File: src/rtl/wcrc_pkg.sv
package wcrc_pkg;
   localparam int unsigned BYTE_W         = 8;
   localparam logic [31:0] CRC32_POLY     = 32'h04C1_1DB7;
   localparam logic [31:0] CRC32_SEED     = 32'hFFFF_FFFF;
   localparam int unsigned DEF_DATA_W     = 64;
   localparam int unsigned DEF_CRC_W      = 32;
endpackage

File: src/rtl/wcrc_feed_net.sv
// Combinational CRC advance: shifts DATA_W message bits, MSB first,
// through a CRC_W remainder starting from state_in.
module wcrc_feed_net #(
   parameter int unsigned DATA_W = 64,
   parameter int unsigned CRC_W  = 32,
   parameter logic [CRC_W-1:0] POLY = 32'h04C1_1DB7
) (
   input  logic [CRC_W-1:0]  state_in,
   input  logic [DATA_W-1:0] data_in,
   output logic [CRC_W-1:0]  state_out
);
   always_comb begin
      logic [CRC_W-1:0] rem;
      logic             fb;
      rem = state_in;
      for (int i = DATA_W - 1; i >= 0; i--) begin
         fb  = rem[CRC_W-1] ^ data_in[i];
         rem = {rem[CRC_W-2:0], 1'b0} ^ (fb ? POLY : '0);
      end
      state_out = rem;
   end
endmodule

File: src/rtl/wcrc_accum.sv
// Running remainder over every word except the last two, with a
// one-word lookahead so the second-to-last word is still held at eop.
module wcrc_accum #(
   parameter int unsigned DATA_W = 64,
   parameter int unsigned CRC_W  = 32,
   parameter logic [CRC_W-1:0] POLY = 32'h04C1_1DB7,
   parameter logic [CRC_W-1:0] SEED = 32'hFFFF_FFFF
) (
   input  logic              clk,
   input  logic              rst_n,
   input  logic              beat_valid,
   input  logic              beat_sop,
   input  logic              beat_eop,
   input  logic [DATA_W-1:0] beat_data,
   output logic [CRC_W-1:0]  prior_state,
   output logic [DATA_W-1:0] held_word
);
   logic [CRC_W-1:0]  run_state;
   logic [CRC_W-1:0]  next_state;
   logic              use_seed;
   logic              have_word;

   assign prior_state = use_seed ? SEED : run_state;

   wcrc_feed_net #(.DATA_W(DATA_W), .CRC_W(CRC_W), .POLY(POLY)) body_net_i (
      .state_in  (prior_state),
      .data_in   (held_word),
      .state_out (next_state)
   );

   always_ff @(posedge clk or negedge rst_n) begin
      if (!rst_n) begin
         run_state <= '0;
         use_seed  <= 1'b1;
         held_word <= '0;
         have_word <= 1'b0;
      end else if (beat_valid) begin
         if (beat_sop) begin
            held_word <= beat_data;
            have_word <= 1'b1;
            use_seed  <= 1'b1;
         end else if (beat_eop) begin
            have_word <= 1'b0;
         end else begin
            run_state <= next_state;
            use_seed  <= 1'b0;
            held_word <= beat_data;
         end
      end
   end

   // an end beat always closes a packet that already holds a word
   p_eop_after_word_r9: assert property (@(posedge clk) disable iff (!rst_n)
      (beat_valid && beat_eop) |-> (have_word && !beat_sop))
      else $error("eop without a preceding packet word");

   // a body beat that is not the first never consumes the seed twice
   p_seed_dropped_r9: assert property (@(posedge clk) disable iff (!rst_n)
      (beat_valid && !beat_sop && !beat_eop) |=> !use_seed)
      else $error("seed still selected after a body word");
endmodule

File: src/rtl/wcrc_tail_align.sv
// Folds the prior remainder into the tail, masks unused lanes of the
// final word and right-aligns the tail so the last valid byte is lowest.
module wcrc_tail_align #(
   parameter int unsigned DATA_W = 64,
   parameter int unsigned CRC_W  = 32,
   parameter int unsigned CNT_W  = 4
) (
   input  logic [CRC_W-1:0]    prior_state,
   input  logic [DATA_W-1:0]   held_word,
   input  logic [DATA_W-1:0]   last_word,
   input  logic [CNT_W-1:0]    nbytes,
   output logic [2*DATA_W-1:0] aligned,
   output logic [CNT_W-1:0]    lanes_used
);
   localparam int unsigned LANES = DATA_W / wcrc_pkg::BYTE_W;
   localparam int unsigned SH_W  = $clog2(2 * DATA_W) + 1;

   logic [DATA_W-1:0]   keep_mask;
   logic [DATA_W-1:0]   folded_hi;
   logic [2*DATA_W-1:0] joined;
   logic [SH_W-1:0]     shamt;

   // zero or out-of-range counts mean a full word
   assign lanes_used = (nbytes == '0 || nbytes > CNT_W'(LANES)) ? CNT_W'(LANES) : nbytes;

   for (genvar l = 0; l < LANES; l++) begin : g_lane
      assign keep_mask[DATA_W-1-wcrc_pkg::BYTE_W*l -: wcrc_pkg::BYTE_W] =
         (CNT_W'(l) < lanes_used) ? '1 : '0;
   end

   if (DATA_W > CRC_W) begin : g_fold_part
      assign folded_hi = held_word ^ {prior_state, {(DATA_W-CRC_W){1'b0}}};
   end else begin : g_fold_full
      assign folded_hi = held_word ^ prior_state;
   end

   assign joined  = {folded_hi, last_word & keep_mask};
   assign shamt   = SH_W'((LANES - int'(lanes_used)) * wcrc_pkg::BYTE_W);
   assign aligned = joined >> shamt;
endmodule

File: src/rtl/wide_crc_engine.sv
module wide_crc_engine #(
   parameter int unsigned DATA_W = wcrc_pkg::DEF_DATA_W,
   parameter int unsigned CRC_W  = wcrc_pkg::DEF_CRC_W,
   parameter logic [CRC_W-1:0] POLY = wcrc_pkg::CRC32_POLY,
   parameter logic [CRC_W-1:0] SEED = wcrc_pkg::CRC32_SEED,
   localparam int unsigned LANES = DATA_W / wcrc_pkg::BYTE_W,
   localparam int unsigned CNT_W = $clog2(LANES + 1)
) (
   input  logic              clk,
   input  logic              rst_n,
   input  logic [DATA_W-1:0] in_data,
   input  logic              in_valid,
   input  logic              in_sop,
   input  logic              in_eop,
   input  logic [CNT_W-1:0]  in_nbytes,
   output logic [CRC_W-1:0]  crc_out,
   output logic              crc_done
);
   if (DATA_W % wcrc_pkg::BYTE_W != 0) begin : g_bad_lanes
      $error("DATA_W must be a whole number of bytes");
   end
   if (DATA_W < CRC_W) begin : g_bad_tail
      $error("DATA_W must be at least CRC_W for the tail fold");
   end
   if (CRC_W < 2) begin : g_bad_crc
      $error("CRC_W must be at least 2");
   end

   logic [CRC_W-1:0]    prior_state;
   logic [DATA_W-1:0]   held_word;
   logic [2*DATA_W-1:0] aligned;
   logic [CNT_W-1:0]    lanes_used;
   logic [2*DATA_W-1:0] stage_data;
   logic [CNT_W-1:0]    stage_n;
   logic                stage_vld;
   logic [CRC_W-1:0]    tail_crc;

   wcrc_accum #(.DATA_W(DATA_W), .CRC_W(CRC_W), .POLY(POLY), .SEED(SEED)) accum_i (
      .clk         (clk),
      .rst_n       (rst_n),
      .beat_valid  (in_valid),
      .beat_sop    (in_sop),
      .beat_eop    (in_eop),
      .beat_data   (in_data),
      .prior_state (prior_state),
      .held_word   (held_word)
   );

   wcrc_tail_align #(.DATA_W(DATA_W), .CRC_W(CRC_W), .CNT_W(CNT_W)) align_i (
      .prior_state (prior_state),
      .held_word   (held_word),
      .last_word   (in_data),
      .nbytes      (in_nbytes),
      .aligned     (aligned),
      .lanes_used  (lanes_used)
   );

   always_ff @(posedge clk or negedge rst_n) begin
      if (!rst_n) begin
         stage_data <= '0;
         stage_n    <= '0;
         stage_vld  <= 1'b0;
      end else begin
         stage_vld <= in_valid && in_eop;
         if (in_valid && in_eop) begin
            stage_data <= aligned;
            stage_n    <= lanes_used;
         end
      end
   end

   wcrc_feed_net #(.DATA_W(2*DATA_W), .CRC_W(CRC_W), .POLY(POLY)) tail_net_i (
      .state_in  ('0),
      .data_in   (stage_data),
      .state_out (tail_crc)
   );

   always_ff @(posedge clk or negedge rst_n) begin
      if (!rst_n) begin
         crc_out  <= '0;
         crc_done <= 1'b0;
      end else begin
         crc_done <= stage_vld;
         if (stage_vld) crc_out <= tail_crc;
      end
   end

   // the strobe follows the end beat after the fixed latency
   p_done_latency_r5: assert property (@(posedge clk) disable iff (!rst_n)
      (in_valid && in_eop) |=> ##1 crc_done)
      else $error("done strobe missing after end beat");

   // strobe lasts one cycle
   p_done_pulse_r5: assert property (@(posedge clk) disable iff (!rst_n)
      crc_done |=> !crc_done)
      else $error("done strobe longer than one cycle");

   // result holds unless a staged tail is finishing
   p_out_hold_r6: assert property (@(posedge clk) disable iff (!rst_n)
      !stage_vld |=> $stable(crc_out))
      else $error("checksum moved without a staged tail");

   // every lane above the aligned tail is zero
   p_lead_zero_r3: assert property (@(posedge clk) disable iff (!rst_n)
      stage_vld |-> ((stage_data >> (DATA_W + wcrc_pkg::BYTE_W * int'(stage_n))) == '0))
      else $error("aligned tail has nonzero leading lanes");
endmodule

File: config.mk
export PLATFORM = sky130hd
export DESIGN_NAME = wide_crc_engine
export DESIGN_NICKNAME = d
export VERILOG_FILES = /design/src/rtl/wcrc_pkg.sv /design/src/rtl/wcrc_feed_net.sv /design/src/rtl/wcrc_accum.sv /design/src/rtl/wcrc_tail_align.sv /design/src/rtl/wide_crc_engine.sv
export SDC_FILE = /design/constraint.sdc
export NUM_CORES = 1
export LEC_CHECK = 0
export ABC_AREA = 0
export BUFFER_PORTS_ARGS = -buffer_cell sky130_fd_sc_hd__buf_2
export CAP_MARGIN = 20
export CORE_MARGIN = 4
export CORE_UTILIZATION = 60
export CTS_CLUSTER_DIAMETER = 30
export DETAILED_ROUTE_END_ITERATION = 16
export HOLD_SLACK_MARGIN = 0.02
export MAX_ROUTING_LAYER = met4
export PLACE_DENSITY = 0.77
export SYNTH_ARGS = -nofsm -noshare
export SYNTH_HDL_FRONTEND = slang
export SYNTH_SLANG_ARGS = --single-unit
File: constraint.sdc
create_clock -name clk -period 22.9 [get_ports clk]
set_clock_uncertainty 0.15 [all_clocks]
set_input_delay 3.435 -clock clk [delete_from_list [all_inputs] [get_ports clk]]
set_output_delay 3.435 -clock clk [all_outputs]
set_load 0.005 [all_outputs]
After elaboration in Yosys (flattened, before gate mapping)
Index checks and enable logic that the tools add are counted.
- add/sub/neg operators: 1
- $lt $le $gt $ge: 9
- equal/unequal tests: 1
- shift operators: 1
- mux-type cells: 206
- bitwise gates (word level): 386
- reductions and logical operators: 5
- operators by type and width (kind ; count):
    27-bit 2-to-1 mux ; 192
    32-bit XOR ; 127
    32-bit by 27-bit XOR with 32-bit output ; 64
    1-bit XOR ; 190
    64-bit 2-to-1 mux ; 2
    128-bit by 8-bit right shift with 128-bit output ; 1
    64-bit AND ; 1
    8-bit 2-to-1 mux ; 8
    64-bit XOR ; 1
    32-bit 2-to-1 mux ; 1
    3-bit by 4-bit < comparator with 1-bit output, first input constant ; 4
    1-bit by 4-bit < comparator with 1-bit output, first input constant ; 2
    2-bit by 4-bit < comparator with 1-bit output, first input constant ; 2
    4-bit by 4-bit subtractor with 5-bit output, first input constant ; 1
    4-bit greater-than comparator, second input constant ; 1
    4-bit logical NOT ; 1
    4-bit 2-to-1 mux ; 1
    3-bit AND reduction ; 1
    1-bit 2-to-1 mux ; 2
    2-bit != test, second input constant ; 1
    1-bit NOT ; 2
    2-bit AND reduction ; 1
    1-bit logical AND ; 1
    1-bit logical OR ; 1
    1-bit XOR, first input constant ; 1
- register bits after elaboration: 259
- input bits: 73
- output and inout port bits: 33
- word-level logic and storage cells: 616

Longest topological paths before layout
- word-level depth: 381
- gate-level depth with buffers: 29
- gate-level depth less buffers: 24

Modules after synthesis
A second synthesis with hierarchy kept.
- cells, all modules: 2746
- area total of the unflattened synthesis: 37234.5 µm²
- by module, submodules not included (module ; times used ; cells an instance ; area each (µm²) ; seq. area each (µm²)):
    wcrc_feed_net at tail_net_i ; 1 ; 1063 ; 15511.1 ; 0.0
    wcrc_feed_net at accum_i.body_net_i ; 1 ; 522 ; 7244.4 ; 0.0
    wide_crc_engine ; 1 ; 342 ; 6417.4 ; 4053.9
    wcrc_tail_align ; 1 ; 577 ; 4177.8 ; 0.0
    wcrc_accum ; 1 ; 242 ; 3883.7 ; 2428.6

Worst setup path before layout
No wires, ideal clock.
- kind: register -> register
- from: register stage_data[122]
- to: register crc_out[11]
- library setup time: 125 ps
- arrival: 10346 ps
- required time: 22625 ps
- slack: 12279 ps
- cell stages (with the launch flop): 27
- path buffers: 2
- period minus slack after synthesis: 10621 ps
- cells stage by stage: dfrtp_1 > buf_4 > xnor2_4 > xnor3_1 > xnor3_1 > xnor2_1 > xnor3_2 > xor2_4 > xor2_1 > xnor3_1 > xor3_2 > xnor3_2 > xnor3_2 > xor3_2 > xnor3_2 > xor3_2 > xor2_2 > xnor3_1 > xnor3_2 > xor3_1 > xnor3_1 > xnor3_1 > buf_6 > xnor3_1 > xnor2_2 > xnor3_1 > mux2_2
- word-level cells in the longest chain between the ends: 163
- elaborated cells between the ends (all ways): 339
- those cells by class: mux: 108; bitwise: 231
- ends and longest elaborated chain (what ; RTL line ; text):
    from (decl) ; wide_crc_engine.sv:33 ; logic [2*DATA_W-1:0] stage_data;
    from (signal assigned) ; wide_crc_engine.sv:66 ; stage_data <= aligned;
    1-bit XOR (*) ; wcrc_feed_net.sv:17 ; fb = rem[CRC_W-1] ^ data_in[i];
    27-bit 2-to-1 mux (*) ; wcrc_feed_net.sv:18 ; rem = {rem[CRC_W-2:0], 1'b0} ^ (fb ? POLY : '0);
    32-bit XOR (*) (6 in series) ; wcrc_feed_net.sv:18 ;
    1-bit XOR / 32-bit XOR (equally long branches) ; wcrc_feed_net.sv:17, wcrc_feed_net.sv:18 ;
    27-bit 2-to-1 mux / 32-bit XOR (equally long branches) ; wcrc_feed_net.sv:18 ;
    32-bit XOR (*) (6 in series) ; wcrc_feed_net.sv:18 ;
    1-bit XOR / 32-bit XOR (equally long branches) ; wcrc_feed_net.sv:17, wcrc_feed_net.sv:18 ;
    27-bit 2-to-1 mux / 32-bit XOR (equally long branches) ; wcrc_feed_net.sv:18 ;
    [119 not listed] ; - ;
    27-bit 2-to-1 mux / 32-bit XOR (equally long branches) ; wcrc_feed_net.sv:18 ;
    32-bit XOR (*) (6 in series) ; wcrc_feed_net.sv:18 ;
    1-bit XOR (tied with other cells) ; wcrc_feed_net.sv:17 ;
    27-bit 2-to-1 mux / 32-bit XOR (equally long branches) ; wcrc_feed_net.sv:18 ;
    32-bit XOR (*) (10 in series) ; wcrc_feed_net.sv:18 ;
    1-bit XOR / 32-bit XOR (equally long branches) ; wcrc_feed_net.sv:17, wcrc_feed_net.sv:18 ;
    27-bit 2-to-1 mux / 32-bit XOR (equally long branches) ; wcrc_feed_net.sv:18 ;
    32-bit XOR (*) (5 in series) ; wcrc_feed_net.sv:18 ;
    to (signal assigned) ; wide_crc_engine.sv:84 ; if (stage_vld) crc_out <= tail_crc;
    to (decl) ; wide_crc_engine.sv:16 ; output logic [CRC_W-1:0] crc_out,
Every way passes the cells marked *; elsewhere a longest branch is shown, timed or not.
A chain may end at the register's enable or synchronous reset.

Worst setup path in the final report
- from: register stage_data[123]
- to: register crc_out[11]
- word-level cells in the longest chain between the ends: 166
- elaborated cells between the ends (all ways): 342
- those cells by class: mux: 109; bitwise: 233
- ends and longest elaborated chain (what ; RTL line):
    1-bit XOR (*) ; wcrc_feed_net.sv:17
    27-bit 2-to-1 mux (*) ; wcrc_feed_net.sv:18
    32-bit XOR (*) (6 in series) ; wcrc_feed_net.sv:18
    1-bit XOR / 32-bit XOR (equally long branches) ; wcrc_feed_net.sv:17, wcrc_feed_net.sv:18
    27-bit 2-to-1 mux / 32-bit XOR (equally long branches) ; wcrc_feed_net.sv:18
    32-bit XOR (*) (6 in series) ; wcrc_feed_net.sv:18
    1-bit XOR / 32-bit XOR (equally long branches) ; wcrc_feed_net.sv:17, wcrc_feed_net.sv:18
    27-bit 2-to-1 mux / 32-bit XOR (equally long branches) ; wcrc_feed_net.sv:18
    [127 not listed] ; -
    27-bit 2-to-1 mux / 32-bit XOR (equally long branches) ; wcrc_feed_net.sv:18
    32-bit XOR (*) (6 in series) ; wcrc_feed_net.sv:18
    1-bit XOR / 32-bit XOR (equally long branches) ; wcrc_feed_net.sv:17, wcrc_feed_net.sv:18
    27-bit 2-to-1 mux / 32-bit XOR (equally long branches) ; wcrc_feed_net.sv:18
    32-bit XOR (*) (6 in series) ; wcrc_feed_net.sv:18
    1-bit XOR / 32-bit XOR (equally long branches) ; wcrc_feed_net.sv:17, wcrc_feed_net.sv:18
    27-bit 2-to-1 mux / 32-bit XOR (equally long branches) ; wcrc_feed_net.sv:18
    32-bit XOR (*) (4 in series) ; wcrc_feed_net.sv:18
Marks and branches as above.

==> flow_metrics.tcl <==
set metrics [dict create \
    outcome "finished clean" \
    numCtsBuffers 53 \
    synth_seq_cells 259 \
    period_share_pct 56.17 \
    hold_start "accum_i.run_state[0]$_DFFE_PN0P_" \
    htree_levels 2 \
    grt_pass1_vias 23416 \
    relSlewSlack_pct 33.42 \
    root_buffer "clkbuf_16" \
    die-width_um 245.7 \
    clock.fmax_mhz 77.74 \
    drive_gt1_share_pct 16.20 \
    drc_errors 0 \
    cts_hold_buf 0 \
    grt_max_degree 116 \
    hold_class "flop to flop" \
    fin_util_pct 66.43 \
    drt_wl_total_um 104600 \
    clockBufferDepth 3 \
    holdPathStages 2 \
    mostFrequentLayoutCell "xnor2_1" \
    die_h_um 245.7 \
    rsz0062_at_grt "no" \
    reg2reg_from "stage_data[123]$_DFFE_PN0P_" \
    whs_ns 0.3315 \
    holdPathEnd "accum_i.run_state[0]$_DFFE_PN0P_" \
    place_inst 3642 \
    synth_fp_nets 2971 \
    synth_cells 2896 \
    cts_resized 0 \
    slowest_stage "xor3_1" \
    grtUsageTotal_pct 35.67 \
    ys_seq_area_share_pct 19.12 \
    die_area_um2 60390 \
    r2r_end "crc_out[11]$_DFFE_PN0P_" \
    ys_types 47 \
    synth_area_per_cell_um2 11.71 \
    cts_setup_buffers 0 \
    cts_tree "built" \
    ant_nets 0 \
    num-nets-final 3024 \
    cp-start-kind "flop" \
    cpMostUsedCell "xnor3_1" \
    fin_cells 3743 \
    fin_setup_tns_ns 0 \
    layout_min_cycle_time_ns 12.86 \
    path_clk_slew_ns 0.05 \
    dr.pass1.iters 6 \
    cts.sinks 259 \
    portBuffers 105 \
    coreArea_um2 55520 \
    area_delta_synth_final_pct 8.770 \
    yosys_warnings 0 \
    crit_type "flop to flop" \
    r2r_cells 24 \
    grt-ovfl-total 0 \
    arrival_ns 13.19 \
    rows 86 \
    worstSkewPairLatency_ns 0.59 \
    mostFrequentLayoutCells "xnor2_1 (889), xnor3_1 (324), dfrtp_1 (258)" \
    cp.required_ns 23.23 \
    drt_iter0_drc 2466 \
    io_pins 106 \
    avgViaCountPerCell 6.100 \
    syn-cell-area_um2 33910 \
    finalSetupViolations 0 \
    rrSetupSlack_ns 10.04 \
    gp_congestion 1.050 \
    route.detailed.wl_per_inst_um 27.96 \
    critical_path.max_stage_delay_ns 0.76 \
    hold_viol_final 0 \
    cp-end-kind "flop" \
    worst_pin_slew_ns 0.9915 \
    cp_max_fo 9 \
    post-dp-hpwl_um 83700 \
    grt_pass1_wl_um 155700 \
    cap_violations 0 \
    vias 22831 \
    antenna_found_initial 1 \
    path_cells "xor3_1, xor2_1, xnor3_1, xnor3_1, xnor3_2, xor2_4, xor2_1, xnor3_1, xor3_1, xor2_1, xnor3_1, xnor3_1, xor2_1, xor3_2, xor2_2, xnor3_1, xnor3_2, xor3_1, xnor3_1, xnor3_1, xnor3_1, xnor2_2, xnor3_1, mux2_2" \
    slew_violations 0 \
    start_util_pct 61.08 \
]
-- Yosys cell counts, drive strengths merged --
master | number | area [um2]
xnor2 | 944 | 8812
xnor3 | 356 | 8058
a221oi | 11 | 96.34
o31ai | 3 | 22.52
o21ai | 125 | 625.6
mux2 | 104 | 1171
nor3 | 8 | 40.04
clkinv | 1 | 3.750
and3 | 3 | 18.77
xor2 | 239 | 2307
nand3 | 9 | 45.04
a221o | 8 | 80.08
mux2i | 86 | 860.8
o21bai | 3 | 22.52
ha | 2 | 25.02
a22oi | 45 | 337.8
inv | 7 | 26.27
a21o | 1 | 7.510
o21a | 3 | 22.52
a21oi | 82 | 410.4
nand2 | 168 | 630.6
mux4 | 23 | 518.0
dfrtp | 258 | 6456
or2 | 2 | 12.51
o2bb2ai | 5 | 43.79
nor2 | 105 | 394.1
nand2b | 4 | 25.02
xor3 | 66 | 1582
nor4 | 9 | 56.30
a211oi | 27 | 202.7
a22o | 25 | 219.0
o22ai | 3 | 18.77
and2 | 25 | 156.4
dfstp | 1 | 26.28
buf | 34 | 198.9
clkbuf | 101 | 379.1
-- metrics by stage --
stage | area, um2 | setup slack, ns
finish | 36890 | 10.04
global route | 36890 | 9.666
CTS | 36880 | 10.09
detailed placement | 35070 | 10.13
global placement | 35060 | 10.38
floorplan | 33910 | 12.28
-- layout make-up --
class,instances,area (um2)
fill,4299,18640
tap,748,935.9
timing repair buffer,133,745.7
clock inverter,42,425.4
clock buffer,58,1386
inverter,8,32.53
antenna,1,2.502
multi-input combinational,2494,26880
sequential,259,6482
-- flip-flops by register name (all words and copies together), names as in the netlist --
| signal | count |
|---|---|
| stage_data | 128 |
| accum_i.held_word | 64 |
| accum_i.run_state | 32 |
| crc_out | 32 |
| accum_i.use_seed | 1 |
| crc_done | 1 |
| stage_vld | 1 |
-- critical path: cells and delay by family (launching register included) --
family	cells	cell delay, ns
XOR/XNOR	23	11.62
flip-flops	1	0.68
multiplexers	1	0.26
-- worst max-delay path by stage --
stage / start / end / slack [ns] / depth (start not counted)
floorplan: stage_data[122]$_DFFE_PN0P_ / crc_out[11]$_DFFE_PN0P_ / 12.28 / 26
global route: stage_data[123]$_DFFE_PN0P_ / crc_out[11]$_DFFE_PN0P_ / 9.67 / 24
detailed placement: stage_data[123]$_DFFE_PN0P_ / crc_out[11]$_DFFE_PN0P_ / 10.13 / 24
finish: stage_data[123]$_DFFE_PN0P_ / crc_out[11]$_DFFE_PN0P_ / 10.04 / 24
CTS: stage_data[123]$_DFFE_PN0P_ / crc_out[11]$_DFFE_PN0P_ / 10.09 / 24
global placement: stage_data[123]$_DFFE_PN0P_ / crc_out[11]$_DFFE_PN0P_ / 10.38 / 24
-- layer usage --
metal	wire (um)	global-route usage [%]
met4	5129	14.18
met1	43380	48.61
met5	0	-
met3	8768	5.834
met2	47360	54.02
-- cells by family (layout without fill, tap and decap cells) --
family,count (synthesis),after routing,synth area share (%)
AOI/OAI and AO/OA,341,341,6.220
xor gates and xnor gates,1605,1605,61.21
adders and majority gates,2,2,0.07378
buffers and inverters,143,241,1.793
DFF,259,259,19.12
muxes,213,213,7.519
other,0,1,0
and+or+nand+nor,333,333,4.066
Power is left out: the tool's default activity adds up to more than one toggle a clock period on the data nets, which glitch-free logic cannot reach.
